## src/rtl/rst_seq_pkg.sv

```systemverilog
package rst_seq_pkg;

  typedef enum logic [1:0] {
    OSC_LP = 2'b00,
    OSC_HS = 2'b01,
    OSC_RC = 2'b10,
    OSC_EC = 2'b11
  } osc_mode_e;

  typedef enum logic [1:0] {
    ST_PWRT = 2'b00,
    ST_OST  = 2'b01,
    ST_PLL  = 2'b10,
    ST_RUN  = 2'b11
  } stage_e;

  typedef enum logic [1:0] {
    CAUSE_NONE = 2'b00,
    CAUSE_POR  = 2'b01,
    CAUSE_PIN  = 2'b10,
    CAUSE_WAKE = 2'b11
  } cause_e;

  function automatic logic is_crystal(osc_mode_e m);
    return (m == OSC_LP) || (m == OSC_HS);
  endfunction

endpackage

```

## src/rtl/rst_pin_filter.sv

```systemverilog
module rst_pin_filter #(
  parameter int FILT_CYC = 8
) (
  input  logic clk,
  input  logic por_i,
  input  logic pin_n_i,
  output logic held_o
);
  localparam int FW = (FILT_CYC < 2) ? 1 : $clog2(FILT_CYC);

  logic [1:0]    sync_q;
  logic          held_q;
  logic [FW-1:0] run_q;
  logic          seen_low;

  assign seen_low = ~sync_q[1];

  always_ff @(posedge clk) begin
    if (por_i) begin
      sync_q <= 2'b11;
      held_q <= 1'b0;
      run_q  <= '0;
    end else begin
      sync_q <= {sync_q[0], pin_n_i};
      if (seen_low == held_q) begin
        run_q <= '0;
      end else if (run_q == FW'(FILT_CYC - 1)) begin
        held_q <= seen_low;
        run_q  <= '0;
      end else begin
        run_q <= run_q + 1'b1;
      end
    end
  end

  assign held_o = held_q;

  AST_FLT_RISE_AFTER_LOW: assert property (@(posedge clk) disable iff (por_i)
    $rose(held_q) |-> !$past(sync_q[1])) else $error("filter rose without low pin");
  AST_FLT_FALL_AFTER_HIGH: assert property (@(posedge clk) disable iff (por_i)
    $fell(held_q) |-> $past(sync_q[1])) else $error("filter fell without high pin");

endmodule

```

## src/rtl/rst_stage_timer.sv

```systemverilog
module rst_stage_timer #(
  parameter int CW = 12
) (
  input  logic          clk,
  input  logic          load_i,
  input  logic [CW-1:0] load_val_i,
  output logic          expired_o
);
  logic [CW-1:0] cnt_q;

  always_ff @(posedge clk) begin
    if (load_i) begin
      cnt_q <= load_val_i;
    end else if (cnt_q != '0) begin
      cnt_q <= cnt_q - 1'b1;
    end
  end

  assign expired_o = (cnt_q == '0);

endmodule

```

## src/rtl/rst_seq_fsm.sv

```systemverilog
module rst_seq_fsm
  import rst_seq_pkg::*;
#(
  parameter int PWRT_CYC = 16384,
  parameter int OST_CYC  = 1024,
  parameter int PLL_CYC  = 4096,
  parameter int CW       = 15
) (
  input  logic          clk,
  input  logic          por_i,
  input  logic          pin_held_i,
  input  logic          wake_i,
  input  logic [1:0]    osc_mode_i,
  input  logic          pwrt_en_i,
  input  logic          pll_en_i,
  input  logic          tmr_expired_i,
  output logic          tmr_load_o,
  output logic [CW-1:0] tmr_val_o,
  output logic          rst_o,
  output logic [1:0]    cause_o
);
  osc_mode_e mode;
  stage_e    stage_q, stage_d, after_pwrt, after_ost, first_por;
  cause_e    cause_q;
  logic      pin_d_q, rst_q, pll_on, wake_ok;

  function automatic logic [CW-1:0] stage_load(stage_e s);
    case (s)
      ST_PWRT: return CW'(PWRT_CYC - 1);
      ST_OST:  return CW'(OST_CYC - 1);
      ST_PLL:  return CW'(PLL_CYC - 1);
      default: return '0;
    endcase
  endfunction

  assign mode       = osc_mode_e'(osc_mode_i);
  assign pll_on     = (mode == OSC_HS) && pll_en_i;
  assign after_ost  = pll_on ? ST_PLL : ST_RUN;
  assign after_pwrt = is_crystal(mode) ? ST_OST : after_ost;
  assign first_por  = pwrt_en_i ? ST_PWRT : after_pwrt;
  assign wake_ok    = wake_i && (stage_q == ST_RUN) && !pin_held_i;

  always_comb begin
    stage_d = stage_q;
    if (por_i) begin
      stage_d = first_por;
    end else begin
      case (stage_q)
        ST_PWRT: if (tmr_expired_i) stage_d = after_pwrt;
        ST_OST:  if (tmr_expired_i) stage_d = after_ost;
        ST_PLL:  if (tmr_expired_i) stage_d = ST_RUN;
        default: if (wake_ok) stage_d = is_crystal(mode) ? ST_OST : ST_RUN;
      endcase
    end
  end

  assign tmr_load_o = por_i || (stage_d != stage_q);
  assign tmr_val_o  = stage_load(stage_d);

  always_ff @(posedge clk) begin
    stage_q <= stage_d;
    if (por_i) begin
      pin_d_q <= 1'b0;
      rst_q   <= 1'b1;
      cause_q <= CAUSE_POR;
    end else begin
      pin_d_q <= pin_held_i;
      rst_q   <= (stage_q != ST_RUN) || pin_held_i;
      if (pin_held_i && !pin_d_q && (stage_q == ST_RUN)) begin
        cause_q <= CAUSE_PIN;
      end else if (wake_ok) begin
        cause_q <= CAUSE_WAKE;
      end
    end
  end

  assign rst_o   = rst_q;
  assign cause_o = cause_q;

  AST_PWRT_ONLY_AFTER_POR: assert property (@(posedge clk) disable iff (por_i)
    (stage_q != ST_PWRT) |=> (stage_q != ST_PWRT)) else $error("power-up stage re-entered");
  AST_OST_NEEDS_CRYSTAL: assert property (@(posedge clk) disable iff (por_i)
    (stage_q == ST_OST) |-> (mode == OSC_LP || mode == OSC_HS)) else $error("start-up count in non-crystal mode");
  AST_PLL_NEEDS_ENABLE: assert property (@(posedge clk) disable iff (por_i)
    (stage_q == ST_PLL) |-> (pll_en_i && mode == OSC_HS)) else $error("PLL wait without enable");
  AST_HOLD_WHILE_TIMING: assert property (@(posedge clk) disable iff (por_i)
    (stage_q != ST_RUN) |=> rst_o) else $error("reset released during time-out");
  AST_PIN_HOLDS_RESET: assert property (@(posedge clk) disable iff (por_i)
    pin_held_i |=> rst_o) else $error("reset released while pin held");
  AST_BUSY_WAKE_IGNORED: assert property (@(posedge clk) disable iff (por_i)
    (wake_i && stage_q != ST_RUN) |=> $stable(cause_o)) else $error("busy wake changed cause");

endmodule

```

## src/rtl/rst_timeout_seq.sv

```systemverilog
module rst_timeout_seq #(
  parameter int PWRT_CYC = 16384,
  parameter int OST_CYC  = 1024,
  parameter int PLL_CYC  = 4096,
  parameter int FILT_CYC = 8
) (
  input  logic       clk,
  input  logic       por_i,
  input  logic       ext_rst_n_i,
  input  logic       wake_i,
  input  logic [1:0] osc_mode_i,
  input  logic       pwrt_en_i,
  input  logic       pll_en_i,
  output logic       rst_o,
  output logic [1:0] cause_o
);
  localparam int MAX_AB  = (PWRT_CYC > OST_CYC) ? PWRT_CYC : OST_CYC;
  localparam int MAX_LEN = (MAX_AB > PLL_CYC) ? MAX_AB : PLL_CYC;
  localparam int CW      = $clog2(MAX_LEN + 1);

  logic          pin_held;
  logic          tmr_load, tmr_expired;
  logic [CW-1:0] tmr_val;

  rst_pin_filter #(.FILT_CYC(FILT_CYC)) u_filter (
    .clk     (clk),
    .por_i   (por_i),
    .pin_n_i (ext_rst_n_i),
    .held_o  (pin_held)
  );

  rst_stage_timer #(.CW(CW)) u_timer (
    .clk        (clk),
    .load_i     (tmr_load),
    .load_val_i (tmr_val),
    .expired_o  (tmr_expired)
  );

  rst_seq_fsm #(
    .PWRT_CYC (PWRT_CYC),
    .OST_CYC  (OST_CYC),
    .PLL_CYC  (PLL_CYC),
    .CW       (CW)
  ) u_fsm (
    .clk           (clk),
    .por_i         (por_i),
    .pin_held_i    (pin_held),
    .wake_i        (wake_i),
    .osc_mode_i    (osc_mode_i),
    .pwrt_en_i     (pwrt_en_i),
    .pll_en_i      (pll_en_i),
    .tmr_expired_i (tmr_expired),
    .tmr_load_o    (tmr_load),
    .tmr_val_o     (tmr_val),
    .rst_o         (rst_o),
    .cause_o       (cause_o)
  );

endmodule

```

## config.mk

```make
export PLATFORM = sky130hd
export DESIGN_NAME = rst_timeout_seq
export DESIGN_NICKNAME = d
export VERILOG_FILES = /design/src/rtl/rst_seq_pkg.sv /design/src/rtl/rst_pin_filter.sv /design/src/rtl/rst_stage_timer.sv /design/src/rtl/rst_seq_fsm.sv /design/src/rtl/rst_timeout_seq.sv
export SDC_FILE = /design/constraint.sdc
export NUM_CORES = 1
export LEC_CHECK = 0
export CORE_UTILIZATION = 55
export DETAILED_ROUTE_END_ITERATION = 10
export GPL_ROUTABILITY_DRIVEN = 0
export PLACE_DENSITY = 0.87
export RECOVER_POWER = 25
export REMOVE_ABC_BUFFERS = 1
export SLEW_MARGIN = 10
export SYNTH_ARGS = -nofsm -noshare
export SYNTH_HDL_FRONTEND = slang
export SYNTH_SLANG_ARGS = --single-unit
```

## constraint.sdc

```tcl
create_clock -name clk -period 5.4 [get_ports clk]
set_input_delay 0.81 -clock clk [delete_from_list [all_inputs] [get_ports clk]]
set_output_delay 0.81 -clock clk [all_outputs]
set_load 0.1 [all_outputs]
```

# After elaboration in Yosys (flattened, before gate mapping)
# Cells that the tools add are included.
[op_classes]
bitwise_logic = 2
n_addsub = 2
eq_ne = 10
n_mux = 15
reduce_logical = 19
[op_table]
columns = ["operator", "count"]
rows = [
  ["case mux 14 bit (3 select lines)", 1],
  ["2-to-1 mux 15 bit", 2],
  ["2-to-1 mux 2 bit", 10],
  ["zero test 15 bit", 1],
  ["nonzero test 15 bit", 1],
  ["subtractor 15 x 1 -> 15 bit, second input constant", 1],
  ["equality test 2 x 1 -> 1 bit, second input constant", 3],
  ["equality test 2 bit, second input constant", 3],
  ["zero test 2 bit", 3],
  ["case mux 2 bit (3 select lines)", 1],
  ["logical AND 1 bit", 5],
  ["nonzero test 2 bit", 2],
  ["adder 3 x 1 -> 3 bit, second input constant", 1],
  ["equality test 3 bit, second input constant", 1],
  ["logical OR 1 bit", 3],
  ["OR reduction 3 bit", 1],
  ["zero test 1 bit", 2],
  ["inequality test 2 bit", 1],
  ["inequality test 2 bit, second input constant", 1],
  ["inverter 1 bit", 2],
  ["AND reduction 2 bit", 1],
  ["equality test 1 bit", 1],
  ["2-to-1 mux 1 bit", 1],
]
[totals]
ff_bits = 27

# Depth between registers and ports, before layout
[logic_depth]
depth_word = 10
ltp_mapped = 8

# By module
# Synthesis repeated with hierarchy kept, for this count alone.
[hier_totals]
cells_unflattened = 146
area_unflattened_um2 = 1460.2
[by_module_without_submodules]
columns = ["module", "n_inst", "seq_area_each_um2", "cells_each", "area_per_inst_um2"]
rows = [
  ["rst_stage_timer", 1, 450.4, 85, 879.6],
  ["rst_seq_fsm", 1, 120.1, 45, 379.1],
  ["rst_pin_filter", 1, 120.1, 16, 201.4],
]

# Worst setup path before layout
# OpenSTA, ideal clock, no wires.
[synth_path]
path_type = "register to register"
from = "register u_timer.cnt_q[0]"
to = "register u_timer.cnt_q[0], enable pin"
path_slack_ns = 2.839
setup_time_ns = 0.366
arrival_time_ns = 2.195
n_path_buf = 1
stages_incl_launch_ff = 8
synth_period_minus_slack_ns = 2.561
required_time_ns = 5.034
cell_sequence = "edfxtp_1 inv_1 ha_1 or4b_2 nor4_4 a211oi_1 buf_2 nand2_1"
[synth_via]
elab_chain_len = 7
[synth_lines]
columns = ["item", "line_no", "source"]
rows = [
  ["start, declared", "rst_stage_timer.sv:9", "logic [CW-1:0] cnt_q;"],
  ["start signal, assigned", "rst_stage_timer.sv:13", "cnt_q <= load_val_i;"],
  ["start signal, assigned", "rst_stage_timer.sv:15", "cnt_q <= cnt_q - 1'b1;"],
  ["zero test 15 bit", "rst_stage_timer.sv:19", "assign expired_o = (cnt_q == '0);"],
  ["2-to-1 mux 2 bit (on tied branches)", "rst_seq_fsm.sv:51, rst_seq_fsm.sv:49, rst_seq_fsm.sv:50", ""],
  ["case mux 2 bit (3 select lines)", "rst_seq_fsm.sv:48", "case (stage_q)"],
  ["2-to-1 mux 2 bit", "rst_seq_fsm.sv:45", "if (por_i) begin"],
  ["inequality test 2 bit", "rst_seq_fsm.sv:57", "assign tmr_load_o = por_i || (stage_d != stage_q);"],
  ["logical OR 1 bit", "rst_seq_fsm.sv:57", ""],
  ["nonzero test 2 bit (no line) (*)", "-", ""],
]
# Every way passes the cells marked *; elsewhere a longest branch is shown, timed or not.
# A chain may end at the register's enable or synchronous reset.

# Worst setup path after layout
[layout_path]
from = "register u_timer.cnt_q[0]"
to = "register u_timer.cnt_q[11], enable pin"
# The elaborated chain is that of the path after synthesis.

==> impl_metrics.json <==
{
  "outcome": "completed",
  "dp_hpwl_um": 1783,
  "grt_max_degree": 17,
  "syn_to_final_growth_pct": 9.050,
  "die-area_um2": 2744,
  "dp.cells": 166,
  "drtIter0Drc": 19,
  "p_per_area_nw_per_um2": 271.4,
  "grt_pass1_wl_um": 4091,
  "hold-path-cell-count": 1,
  "power.leakage_uw": 0.0005566,
  "cts_buffers": 3,
  "yosys_warnings": 0,
  "cts_sinks": 27,
  "post_cts_buffers": 0,
  "vdd_drop_max_v": 0.0001715,
  "min_period_over_period": 0.6034,
  "wl_per_cell_um": 14.29,
  "initial_core_util": 0.6078,
  "tightest_slew_ns": 0.9645,
  "syn-instance-count": 132,
  "rsz0062_at_grt": "no",
  "max_stage_delay_ns": 0.67,
  "gr-usage-all-layers": 0.2052,
  "fin_skew_ns": 0.01321,
  "drt-pass1-iter-count": 4,
  "path_clk_slew_ns": 0.15,
  "die_h_um": 52.39,
  "timing.fmax_mhz": 306.9,
  "vias": 969,
  "crit_path_start_kind": "register",
  "drcViolationCount": 0,
  "synth_cell_types": 41,
  "rows": 17,
  "reg2regPathDepth": 7,
  "hold_start": "u_filter.sync_q[0]",
  "crit_start": "u_timer.cnt_q[0]",
  "critPathTopFamily": "simple AND/OR/NAND/NOR gates",
  "die_w_um": 52.39,
  "diodes": 0,
  "path_buf_inv": 2,
  "slew_headroom": 0.3550,
  "hold_path.class": "register to register",
  "antenna_left": 0,
  "htreeDepth": 1,
  "stdcell_count": 170,
  "port_buffers": 10,
  "end_kind": "register",
  "cts_resized": 0,
  "worst-path-max-fanout": 15,
  "synth_area_um2": 1396,
  "fin_nets": 155,
  "hold_viol": 0,
  "cts_tree": "yes",
  "ys_ff_latch": 27,
  "reg2reg_slack_ns": 2.14,
  "period_needed_ns": 3.258,
  "cts_buffer_depth": 2,
  "clk_latency_ns": 0.32,
  "drv_cap": 0,
  "drive_gt1_frac": 0.1056,
  "setup_tns_ns": 0,
  "antenna_found_initial": 0,
  "avgSynthCellArea_um2": 10.58,
  "cts_root_buf": "clkbuf_4",
  "crit_chain": "inv_1 > ha_1 > or4b_2 > nor4_1 > a211oi_1 > buf_4 > nand2_1",
  "ys_seq_area_frac": 0.4946,
  "critPathArrivalTime_ns": 3.22,
  "r2r-start": "u_timer.cnt_q[0]",
  "cp_data_required_time_ns": 5.37,
  "setup_viol": 0,
  "finalWirelength_um": 2429,
  "grt_overflow": 0,
  "ios": 11,
  "core_area_um2": 2297,
  "crit_slowest_cell": "nor4_1",
  "avgViaCountPerCell": 5.700,
  "cts_hold_buffers": 0,
  "path_class": "register to register",
  "maxSlewViolCount": 0,
  "grt_pass1_vias": 914,
  "cp.depth": 7
}
==> path summary, 6_finish.rpt <==
kind                   endpoint
max           u_timer.cnt_q[11]
min          u_filter.sync_q[1]
max reg2reg   u_timer.cnt_q[11]
min reg2reg  u_filter.sync_q[1]
==> per-layer routing <==
layer | share of wire | GRT usage | vias up
li1 | - | - | 494
met1 | 0.48 | 0.2690 | 449
met2 | 0.47 | 0.3418 | 22
met3 | 0.037 | 0.02609 | 4
met4 | 0.011 | 0.07895 | 0
met5 | 0 | 0 | -
==> power breakdown <==
part	leakage, uW	switching (uW)	internal (uW)
Combinational	0.000294	38.0	33.0
Sequential	0.000249	18.5	239
Clock	0.0000139	57.5	27.3
Total	0.000557	114	299
==> worst reg2reg max path, stage by stage (launching register included) <==
cell	delay, ns
edfxtp_1	0.47
inv_1	0.13
ha_1	0.16
or4b_2	0.60
nor4_1	0.67
a211oi_1	0.16
buf_4	0.23
nand2_1	0.49
==> cells in the mapped netlist, drive strengths merged <==
cell type  number  area, um2
nand2b          2      12.51
o21ai           4      20.02
a211o           2      18.77
a21boi          2      15.01
or4b            1      10.01
and2b           1      7.510
nor2b           2      12.51
a31oi           1      6.260
or3             1      6.260
edfxtp         15      450.4
o41ai           1      8.760
clkbuf          3      12.51
a21oi           1      5.000
mux2i           1      10.01
nand2          15      58.81
a21o           10      75.07
nor4            2      27.53
nand3           2      10.01
inv             2      7.510
nor3            5      25.02
or4             4      41.29
nor3b           1      7.510
and2            2      12.51
a211oi          3      22.52
xor2            6      52.55
nand4b          1      8.760
ha              4      50.05
xnor2           6      52.55
nor2           10      37.54
nor4b           1      8.760
or2             5      31.28
o31ai           2      15.01
dfxtp          12      240.2
buf             2      16.26
==> cell type report <==
cell class                 count  area (um2)
clock buffer                   3       22.52
clock inverter                 1       5.005
fill                         178       774.5
inverter                       2       7.507
multi-input combinational     98       654.4
sequential                    27       690.7
tap                           28       35.03
timing repair buffer          11       107.6
==> metrics by stage <==
step	setup WS [ns]	hold WS, ns	power [uW]	area, um2	util
2_1_floorplan	2.717	0.3895	309.4	1368	-
3_3_place_gp	2.516	0.3926	328.3	1510	0.6574
3_5_place_dp	2.463	0.4066	333.5	1510	0.6574
4_1_cts	2.541	0.4313	417.7	1538	0.6694
5_1_grt	1.885	0.4344	434.1	1523	0.6629
6_report	2.142	0.4270	413.3	1523	0.6629
==> flip-flops by register name (all words and copies together), names as in the netlist <==
| register | cells |
|---|---|
| u_filter.run_q | 3 |
| u_fsm.stage_q | 2 |
| u_filter.sync_q | 2 |
| u_filter.held_o | 1 |
| u_timer.cnt_q | 15 |
| u_fsm.rst_o | 1 |
| u_fsm.cause_o | 2 |
| u_fsm.pin_d_q | 1 |
==> cells in the final DEF (no fill, tap or decap), types with 4 or more instances in the layout <==
master           count
xnor2_1              6
edfxtp_1            15
xor2_1               6
o21ai_0              4
nor3_1               5
a21o_1              10
ha_1                 4
or2_2                4
clkdlybuf4s50_1      9
nand2_1             14
dfxtp_1             12
nor2_1              10
==> cells by family after synthesis <==
logic type / after synthesis / synth area share
simple gates: 55 / 0.2276
flops: 27 / 0.4946
compound gates: 26 / 0.1335
xor+xnor: 12 / 0.07527
buf+inv: 7 / 0.02598
fa+ha+maj: 4 / 0.03584
mux: 1 / 0.007169
(Power assumes the default switching activity.)
